[config.mk]
export PLATFORM = sky130hd
export DESIGN_NAME = pcm_slot_port
export DESIGN_NICKNAME = d
export VERILOG_FILES = /design/src/rtl/pcm_slot_pkg.sv /design/src/rtl/pcm_slot_ctrl.sv /design/src/rtl/pcm_slot_dpath.sv /design/src/rtl/pcm_slot_port.sv
export SDC_FILE = /design/constraint.sdc
export NUM_CORES = 1
export LEC_CHECK = 0
export BUFFER_PORTS_ARGS = -buffer_cell sky130_fd_sc_hd__buf_4
export CAP_MARGIN = 20
export CORE_ASPECT_RATIO = 0.9
export CORE_MARGIN = 10
export CORE_UTILIZATION = 45
export CTS_BUF_LIST = sky130_fd_sc_hd__clkbuf_2
export DETAILED_ROUTE_END_ITERATION = 10
export GPL_ROUTABILITY_DRIVEN = 0
export HOLD_SLACK_MARGIN = 0.06
export PLACE_DENSITY = 0.66
export RECOVER_POWER = 100
export SETUP_SLACK_MARGIN = 0.05
export SYNTH_ARGS = -nofsm -noshare
export SYNTH_HDL_FRONTEND = slang
export SYNTH_SLANG_ARGS = --single-unit
[constraint.sdc]
create_clock -name clk -period 2.8 [get_ports clk]
set_input_delay 0.14 -clock clk [delete_from_list [all_inputs] [get_ports clk]]
set_output_delay 0.14 -clock clk [all_outputs]
set_load 0.005 [all_outputs]
[src/rtl/pcm_slot_pkg.sv]
package pcm_slot_pkg;

  // Strobes from the sequencing control to the datapath.
  typedef struct packed {
    logic txLoad;     // transmit window opens at this rising edge
    logic txAdvance;  // move to the next transmit bit at this rising edge
    logic txActive;   // a transmit window is open in the current period
    logic txAtLsb;    // the current period carries the last transmit bit
    logic rxShift;    // take in the bit sampled at the last falling edge
    logic rxFinish;   // this shift completes the receive sample
  } slotStrobe_t;

endpackage

[src/rtl/pcm_slot_ctrl.sv]
module pcm_slot_ctrl
  import pcm_slot_pkg::*;
#(
  parameter int CntW    = 10,
  parameter int SampleW = 16
) (
  input  logic            clk,
  input  logic            rstN,
  input  logic            frameSync,
  input  logic            enable,
  input  logic            wideMode,
  input  logic [CntW-1:0] txStart,
  input  logic [CntW-1:0] rxStart,
  output slotStrobe_t     strobe
);

  // One spare count bit, so that the saturated value never equals a start count.
  localparam int RunW  = CntW + 1;
  localparam int IdxW  = $clog2(SampleW) + 1;
  localparam int HalfW = SampleW / 2;

  logic [RunW-1:0] runCnt, nextCnt;
  logic [IdxW-1:0] txIdx, spanLast, rxLeft;
  logic            txOn, txHit, rxHit;

  always_comb begin
    if (frameSync)    nextCnt = '0;
    else if (&runCnt) nextCnt = runCnt;
    else              nextCnt = runCnt + 1'b1;
  end

  assign spanLast = wideMode ? IdxW'(SampleW - 1) : IdxW'(HalfW - 1);
  assign txHit    = enable && (nextCnt == {1'b0, txStart});
  assign rxHit    = (nextCnt == {1'b0, rxStart});

  always_ff @(posedge clk or negedge rstN) begin
    if (!rstN) begin
      runCnt <= '0;
      txOn   <= 1'b0;
      txIdx  <= '0;
      rxLeft <= '0;
    end else begin
      runCnt <= nextCnt;
      if (txHit) begin
        txOn  <= 1'b1;
        txIdx <= spanLast;
      end else if (txOn) begin
        if (txIdx == '0) txOn <= 1'b0;
        else             txIdx <= txIdx - 1'b1;
      end
      if (rxHit)             rxLeft <= spanLast + 1'b1;
      else if (rxLeft != '0) rxLeft <= rxLeft - 1'b1;
    end
  end

  always_comb begin
    strobe           = '0;
    strobe.txLoad    = txHit;
    strobe.txAdvance = txOn;
    strobe.txActive  = txOn;
    strobe.txAtLsb   = txOn && (txIdx == '0);
    strobe.rxShift   = (rxLeft != '0);
    strobe.rxFinish  = (rxLeft == IdxW'(1));
  end

  // the count restarts after a sampled frame sync
  a_r1_count_restart: assert property (@(posedge clk) disable iff (!rstN)
    frameSync |=> (runCnt == '0));

  // the count steps by one when no sync is present
  a_r1_count_step: assert property (@(posedge clk) disable iff (!rstN)
    (!frameSync && !(&runCnt)) |=> (runCnt == $past(runCnt) + 1'b1));

  // a transmit window opens only in the period whose count equals the start value
  a_r2_tx_begin: assert property (@(posedge clk) disable iff (!rstN)
    $rose(txOn) |-> (runCnt == {1'b0, $past(txStart)}));

  // the transmit window lasts its full width once it has opened
  a_r9_window_hold: assert property (@(posedge clk) disable iff (!rstN)
    (txOn && txIdx != '0 && !txHit) |=> txOn);

  // the receive countdown never exceeds one sample width
  a_r5_rx_span: assert property (@(posedge clk) disable iff (!rstN)
    rxLeft <= IdxW'(SampleW));

endmodule

[src/rtl/pcm_slot_dpath.sv]
module pcm_slot_dpath
  import pcm_slot_pkg::*;
#(
  parameter int SampleW = 16
) (
  input  logic               clk,
  input  logic               rstN,
  input  logic               frameSync,
  input  logic               enable,
  input  logic               wideMode,
  input  logic               releaseEarly,
  input  logic [SampleW-1:0] txSample,
  input  logic               rxData,
  input  slotStrobe_t        strobe,
  output logic               txData,
  output logic               txOe,
  output logic [SampleW-1:0] rxWord,
  output logic               rxValid
);

  localparam int HalfW = SampleW / 2;

  logic [SampleW-1:0] txHold, txShiftReg, txSrc, rxShiftReg, rxNext;
  logic               rxBitN, cutN;

  // The narrow format places the low half at the top so the MSB leaves first.
  always_comb begin
    txSrc  = frameSync ? txSample : txHold;
    rxNext = {rxShiftReg[SampleW-2:0], rxBitN};
  end

  always_ff @(posedge clk or negedge rstN) begin
    if (!rstN) begin
      txHold     <= '0;
      txShiftReg <= '0;
      rxShiftReg <= '0;
      rxWord     <= '0;
      rxValid    <= 1'b0;
    end else begin
      if (frameSync) txHold <= txSample;
      if (strobe.txLoad)
        txShiftReg <= wideMode ? txSrc : {txSrc[HalfW-1:0], {HalfW{1'b0}}};
      else if (strobe.txAdvance)
        txShiftReg <= {txShiftReg[SampleW-2:0], 1'b0};
      if (strobe.rxShift) rxShiftReg <= rxNext;
      if (strobe.rxFinish)
        rxWord <= wideMode ? rxNext : {{HalfW{1'b0}}, rxNext[HalfW-1:0]};
      rxValid <= strobe.rxFinish && enable;
    end
  end

  // Falling-edge side: receive sampling and the early-release marker.
  always_ff @(negedge clk or negedge rstN) begin
    if (!rstN) begin
      rxBitN <= 1'b0;
      cutN   <= 1'b0;
    end else begin
      rxBitN <= rxData;
      cutN   <= strobe.txAtLsb;
    end
  end

  assign txOe   = enable && strobe.txActive && !(releaseEarly && cutN && strobe.txAtLsb);
  assign txData = txOe ? txShiftReg[SampleW-1] : 1'b0;

  // no drive while the port is disabled
  a_r7_quiet_when_off: assert property (@(posedge clk) disable iff (!rstN)
    !enable |-> !txOe);

  // a receive strobe follows only an enabled cycle
  a_r7_strobe_needs_enable: assert property (@(posedge clk) disable iff (!rstN)
    rxValid |-> $past(enable));

  // the receive strobe lasts one clock
  a_r5_valid_pulse: assert property (@(posedge clk) disable iff (!rstN)
    rxValid |=> !rxValid);

  // the driver is enabled only inside an open transmit window
  a_r4_drive_in_window: assert property (@(posedge clk) disable iff (!rstN)
    txOe |-> strobe.txActive);

endmodule

[src/rtl/pcm_slot_port.sv]
module pcm_slot_port
  import pcm_slot_pkg::*;
#(
  parameter int CntW    = 10,
  parameter int SampleW = 16
) (
  input  logic               clk,
  input  logic               rstN,
  input  logic               frameSync,
  input  logic               enable,
  input  logic               wideMode,
  input  logic               releaseEarly,
  input  logic [CntW-1:0]    txStart,
  input  logic [CntW-1:0]    rxStart,
  input  logic [SampleW-1:0] txSample,
  output logic               txData,
  output logic               txOe,
  input  logic               rxData,
  output logic [SampleW-1:0] rxWord,
  output logic               rxValid
);

  slotStrobe_t strobe;

  pcm_slot_ctrl #(.CntW(CntW), .SampleW(SampleW)) ctrl (
    .clk(clk), .rstN(rstN), .frameSync(frameSync), .enable(enable),
    .wideMode(wideMode), .txStart(txStart), .rxStart(rxStart), .strobe(strobe)
  );

  pcm_slot_dpath #(.SampleW(SampleW)) dpath (
    .clk(clk), .rstN(rstN), .frameSync(frameSync), .enable(enable),
    .wideMode(wideMode), .releaseEarly(releaseEarly), .txSample(txSample),
    .rxData(rxData), .strobe(strobe), .txData(txData), .txOe(txOe),
    .rxWord(rxWord), .rxValid(rxValid)
  );

endmodule

---- Yosys cells after proc, flatten, opt, wreduce, memory -nomap -nowiden ----
Cells that the tools add are included.
word-level totals
  flip-flop bits (word level) ............. 88
  bits of input ports ..................... 43
operators by class
  $add $sub $neg .......................... 4
  equal/unequal tests ..................... 4
  multiplexer cells ....................... 17
  reductions and logical operators ........ 14
operators with widths
  operator               count
  $mux 16                5
  $mux 5                 5
  $eq 11x10->1           2
  $mux 11                2
  $add 11x1->11 const B  1
  $reduce_and 11->1      1
  $sub 5x1->5 const B    2
  $logic_and 1x1->1      7
  $add 5x1->5 const B    1
  $eq 5x1->1 const B     1
  $logic_not 5->1        1
  $reduce_bool 5->1      1
  $mux 1                 4
  $mux 4                 1
  $reduce_bool 2->1      2
  $ne 2x1->1 const B     1
  $reduce_and 2->1       1
  $logic_not 1->1        1

---- Depth between registers and ports, before layout ----
  word-level depth ........................ 7
  mapped depth ............................ 10
  depth with buffers taken out ............ 9

---- Hierarchy ----
A second synthesis with hierarchy kept.
unflattened totals
  cells, all modules ...................... 414
  area, all modules ....................... 4503.1 µm²
modules (own cells, without submodules)
  module          times used  cells each  area an instance (µm²)  seq. area each (µm²)
  pcm_slot_dpath  1           199         2665.1                  1651.6
  pcm_slot_ctrl   1           215         1838.0                  550.5

==> reports/metrics.yaml <==
worst_setup_path:
  crit-reg2reg-capture: "dpath.txShiftReg[9]$_DFFE_PN0P_"
  end_kind: "output port"
  crit_required_ps: 2660
  rr_worst_depth: 10
  path_max_fanout: 2
  crit_arrival_ps: 2660
  worstReg2RegStart: "ctrl.runCnt[0]$_DFF_PN0_"
  start_kind: "flop"
  rrSetupSlack_ps: 170
  startpoint: "dpath.cutN$_DFF_NN0_"
  critPathKind: "reg2out"
clock_tree:
  cts.clk_slew.worst_paths_ps: 250
  cts_buffers: 9
  htreeDepth: 3
  cts_tree: "built"
  ctsRootBufferMaster: "clkbuf_2"
  clkLatencyLatePin_ps: 520
  cts_max_path_buffers: 2
  clock_sinks: 88
placed_design:
  io_buffers: 61
  place_hpwl_mm: 7.646
  placed_cell_area_um2: 5274
cells_and_area:
  finalInstanceArea_um2: 5645
  diodes: 0
  final_core_util_pct: 55.57
  synthToLayoutAreaGrowth_pct: 21.91
  final_nets: 562
  drive_gt1_share_pct: 27.03
timing:
  worstMarginPinSlew_ps: 1359
  hold_viol_final: 0
  rsz0062_at_grt: "yes"
  setup_ws_ps: -3.625
  finClkSkew_ps: 77.45
  setup_viol: 1
  maxSlewViolCount: 0
  relSlewSlack_pct: 9.418
logic_synthesis:
  synth-seq-cells: 88
  postSynthAreaPerCell_um2: 11.00
  synth_area_um2: 4631
  synth_warnings: 0
  synth_cell_types: 61
  synth-edff-count: 0
  synth-seq-area-share_pct: 47.55
  yosys_most_used_dff: "dfrtp_1"
  synthArstFlopShare_pct: 100.0
  synthCells: 421
  syn_nets: 470
global_routing:
  grt_pass1_vias: 3614
  antenna_found_initial: 0
  grt_max_degree: 55
  overflow: 0
  grt_usage_pct: 14.71
  grt_first_pass_wirelength_mm: 17.93
drt:
  vias_per_cell: 5.414
  drt_iter0_markers: 260
  first_pass_iters: 5
  drc: 0
  drt_wl_total_mm: 10.59
  wire_per_inst_um: 16.36
  detail-route-antenna-nets: 0
  vias: 3503
run_status:
  status: "finished with violations"
  violations: "negative setup slack"
min_path:
  min_to: "ctrl.rxLeft[3]$_DFFE_PN0P_"
  hold_path_class: "in2reg"
  hp-start: "rxStart[5]"
  min_path_cells: 5
floorplan:
  start_util_pct: 45.58
  die_w_um: 126.9
  ioPinCount: 62
  core_area_um2: 10160
  die_h_um: 116.2
  num_rows: 35
  die-area_um2: 14750
power:
  pwr_density_cell_nw_per_um2: 612.0
  p_leak_nw: 2.579
  vdd_drop_max_mv: 0.4711
flow_run:
  maxCapViolCount: 0
[cell usage after synthesis, drive strengths merged, types with 4 or more instances]
master	number	area, µm²
dfrtp	86	2152
mux2	44	495.5
mux2i	41	410.4
nand2	38	145.1
nor2	19	71.32
o21ai	18	90.08
inv	17	63.81
buf	16	107.6
nor3	14	86.34
clkbuf	10	38.78
xnor2	10	87.58
nand3	8	52.55
a21oi	7	35.03
a31oi	7	43.79
nand2b	7	43.79
xor2	7	61.31
and2	6	37.54
ha	6	75.07
nand4	6	43.79
a211o	4	35.03
nor4	4	40.04
[worst max-delay path by stage]
stage | to | cells past startpoint | slack [ps]
2_1_floorplan | ctrl.rxLeft[4]$_DFFE_PN0P_ | 9 | 90
3_3_place_gp | dpath.txShiftReg[15]$_DFFE_PN0P_ | 10 | 190
3_5_place_dp | dpath.txShiftReg[8]$_DFFE_PN0P_ | 10 | 150
4_1_cts | txData | 3 | -70
5_1_grt | txData | 3 | -110
6_report | txData | 3 | -4
[critical path: stages (launching register included)]
cell and delay [ps]:
dfrtn_1 450, a31oi_2 90, and2_4 170, buf_6 110
[what timing repair did]
action	4_1_cts	5_1_grt
hold buffers	22	2
endpoints found under the hold margin	134	1
gates resized for setup	2	13
setup buffers	1	0
pin swaps	2	4
endpoints found under the setup margin	2	28
[logic make-up after synthesis]
kind of cell             count (synthesis)  share of synthesized area (%)
AO/OA/AOI/OAI                           63                          9.484
multiplexers                            85                          19.56
flip-flops                              88                          47.55
XOR/XNOR                                17                          3.215
buffers and inverters                   43                          4.539
AND/OR/NAND/NOR                        119                          14.02
adder cells (fa/ha/maj)                  6                          1.621
[layout make-up]
| class | instances | area (µm²) |
|---|---|---|
| fill | 905 | 4514 |
| multi-input combinational | 290 | 2250 |
| sequential | 88 | 2206 |
| timing repair buffer | 107 | 848.3 |
| tap | 129 | 161.4 |
| clock inverter | 7 | 71.32 |
| inverter | 17 | 63.81 |
| clock buffer | 9 | 45.04 |
[layer usage]
| metal | up-vias | GRT usage (%) | routed length [µm] |
|---|---|---|---|
| met4 | 0 | 5.231 | 129 |
| met2 | 102 | 24.42 | 5179 |
| met1 | 1701 | 18.53 | 4760 |
| met3 | 13 | 3.221 | 518 |
| met5 | - | 0 | 0 |
| li1 | 1687 | - | - |
[placed cells by master (no fill, tap or decap), types with 4 or more instances in the layout]
master,netlist,routed
xnor2_1,10,10
nor3_1,12,13
clkbuf_4,0,17
o21ai_0,17,17
nand2_1,37,38
xor2_1,7,7
nand4_1,5,5
nor2_1,19,19
ha_1,6,6
clkbuf_2,1,12
mux2_1,1,14
nand3_1,7,7
inv_1,17,17
a31oi_1,7,4
dfrtp_1,86,83
mux2_2,43,30
a21oi_1,7,7
mux2i_1,41,41
buf_4,2,55
clkbuf_1,9,5
a211o_1,4,4
nand2b_1,7,7
dlygate4sd3_1,0,24
[metrics by stage]
stage	setup WS (ps)	cells	hold WS [ps]	power [W]	TNS, ps
4_1_cts	-71.37	645	74.37	0.003537	-105.4
3_3_place_gp	186.3	606	25.75	0.002810	0
2_1_floorplan	93.15	421	-155.6	0.002405	0
3_5_place_dp	151.8	606	27.34	0.002856	0
6_report	-3.625	647	148.4	0.003455	-3.625
5_1_grt	-110.3	647	126.7	0.003727	-660.8
[state kept, by name (all words and copies together) (netlist names)]
name	flops
dpath.rxWord	16
dpath.txHold	16
dpath.txShiftReg	16
dpath.rxShiftReg	15
ctrl.runCnt	11
ctrl.rxLeft	5
ctrl.txIdx	5
ctrl.txOn	1
dpath.cutN	1
dpath.rxBitN	1
dpath.rxValid	1
[report_power, final]
part	internal (W)	switching, W	total (W)
logic	0.000580	0.000435	0.00101
registers	0.00159	0.000203	0.00179
clock network	0.000209	0.000438	0.000647
total	0.00238	0.00108	0.00345
(Power assumes the default switching activity.)
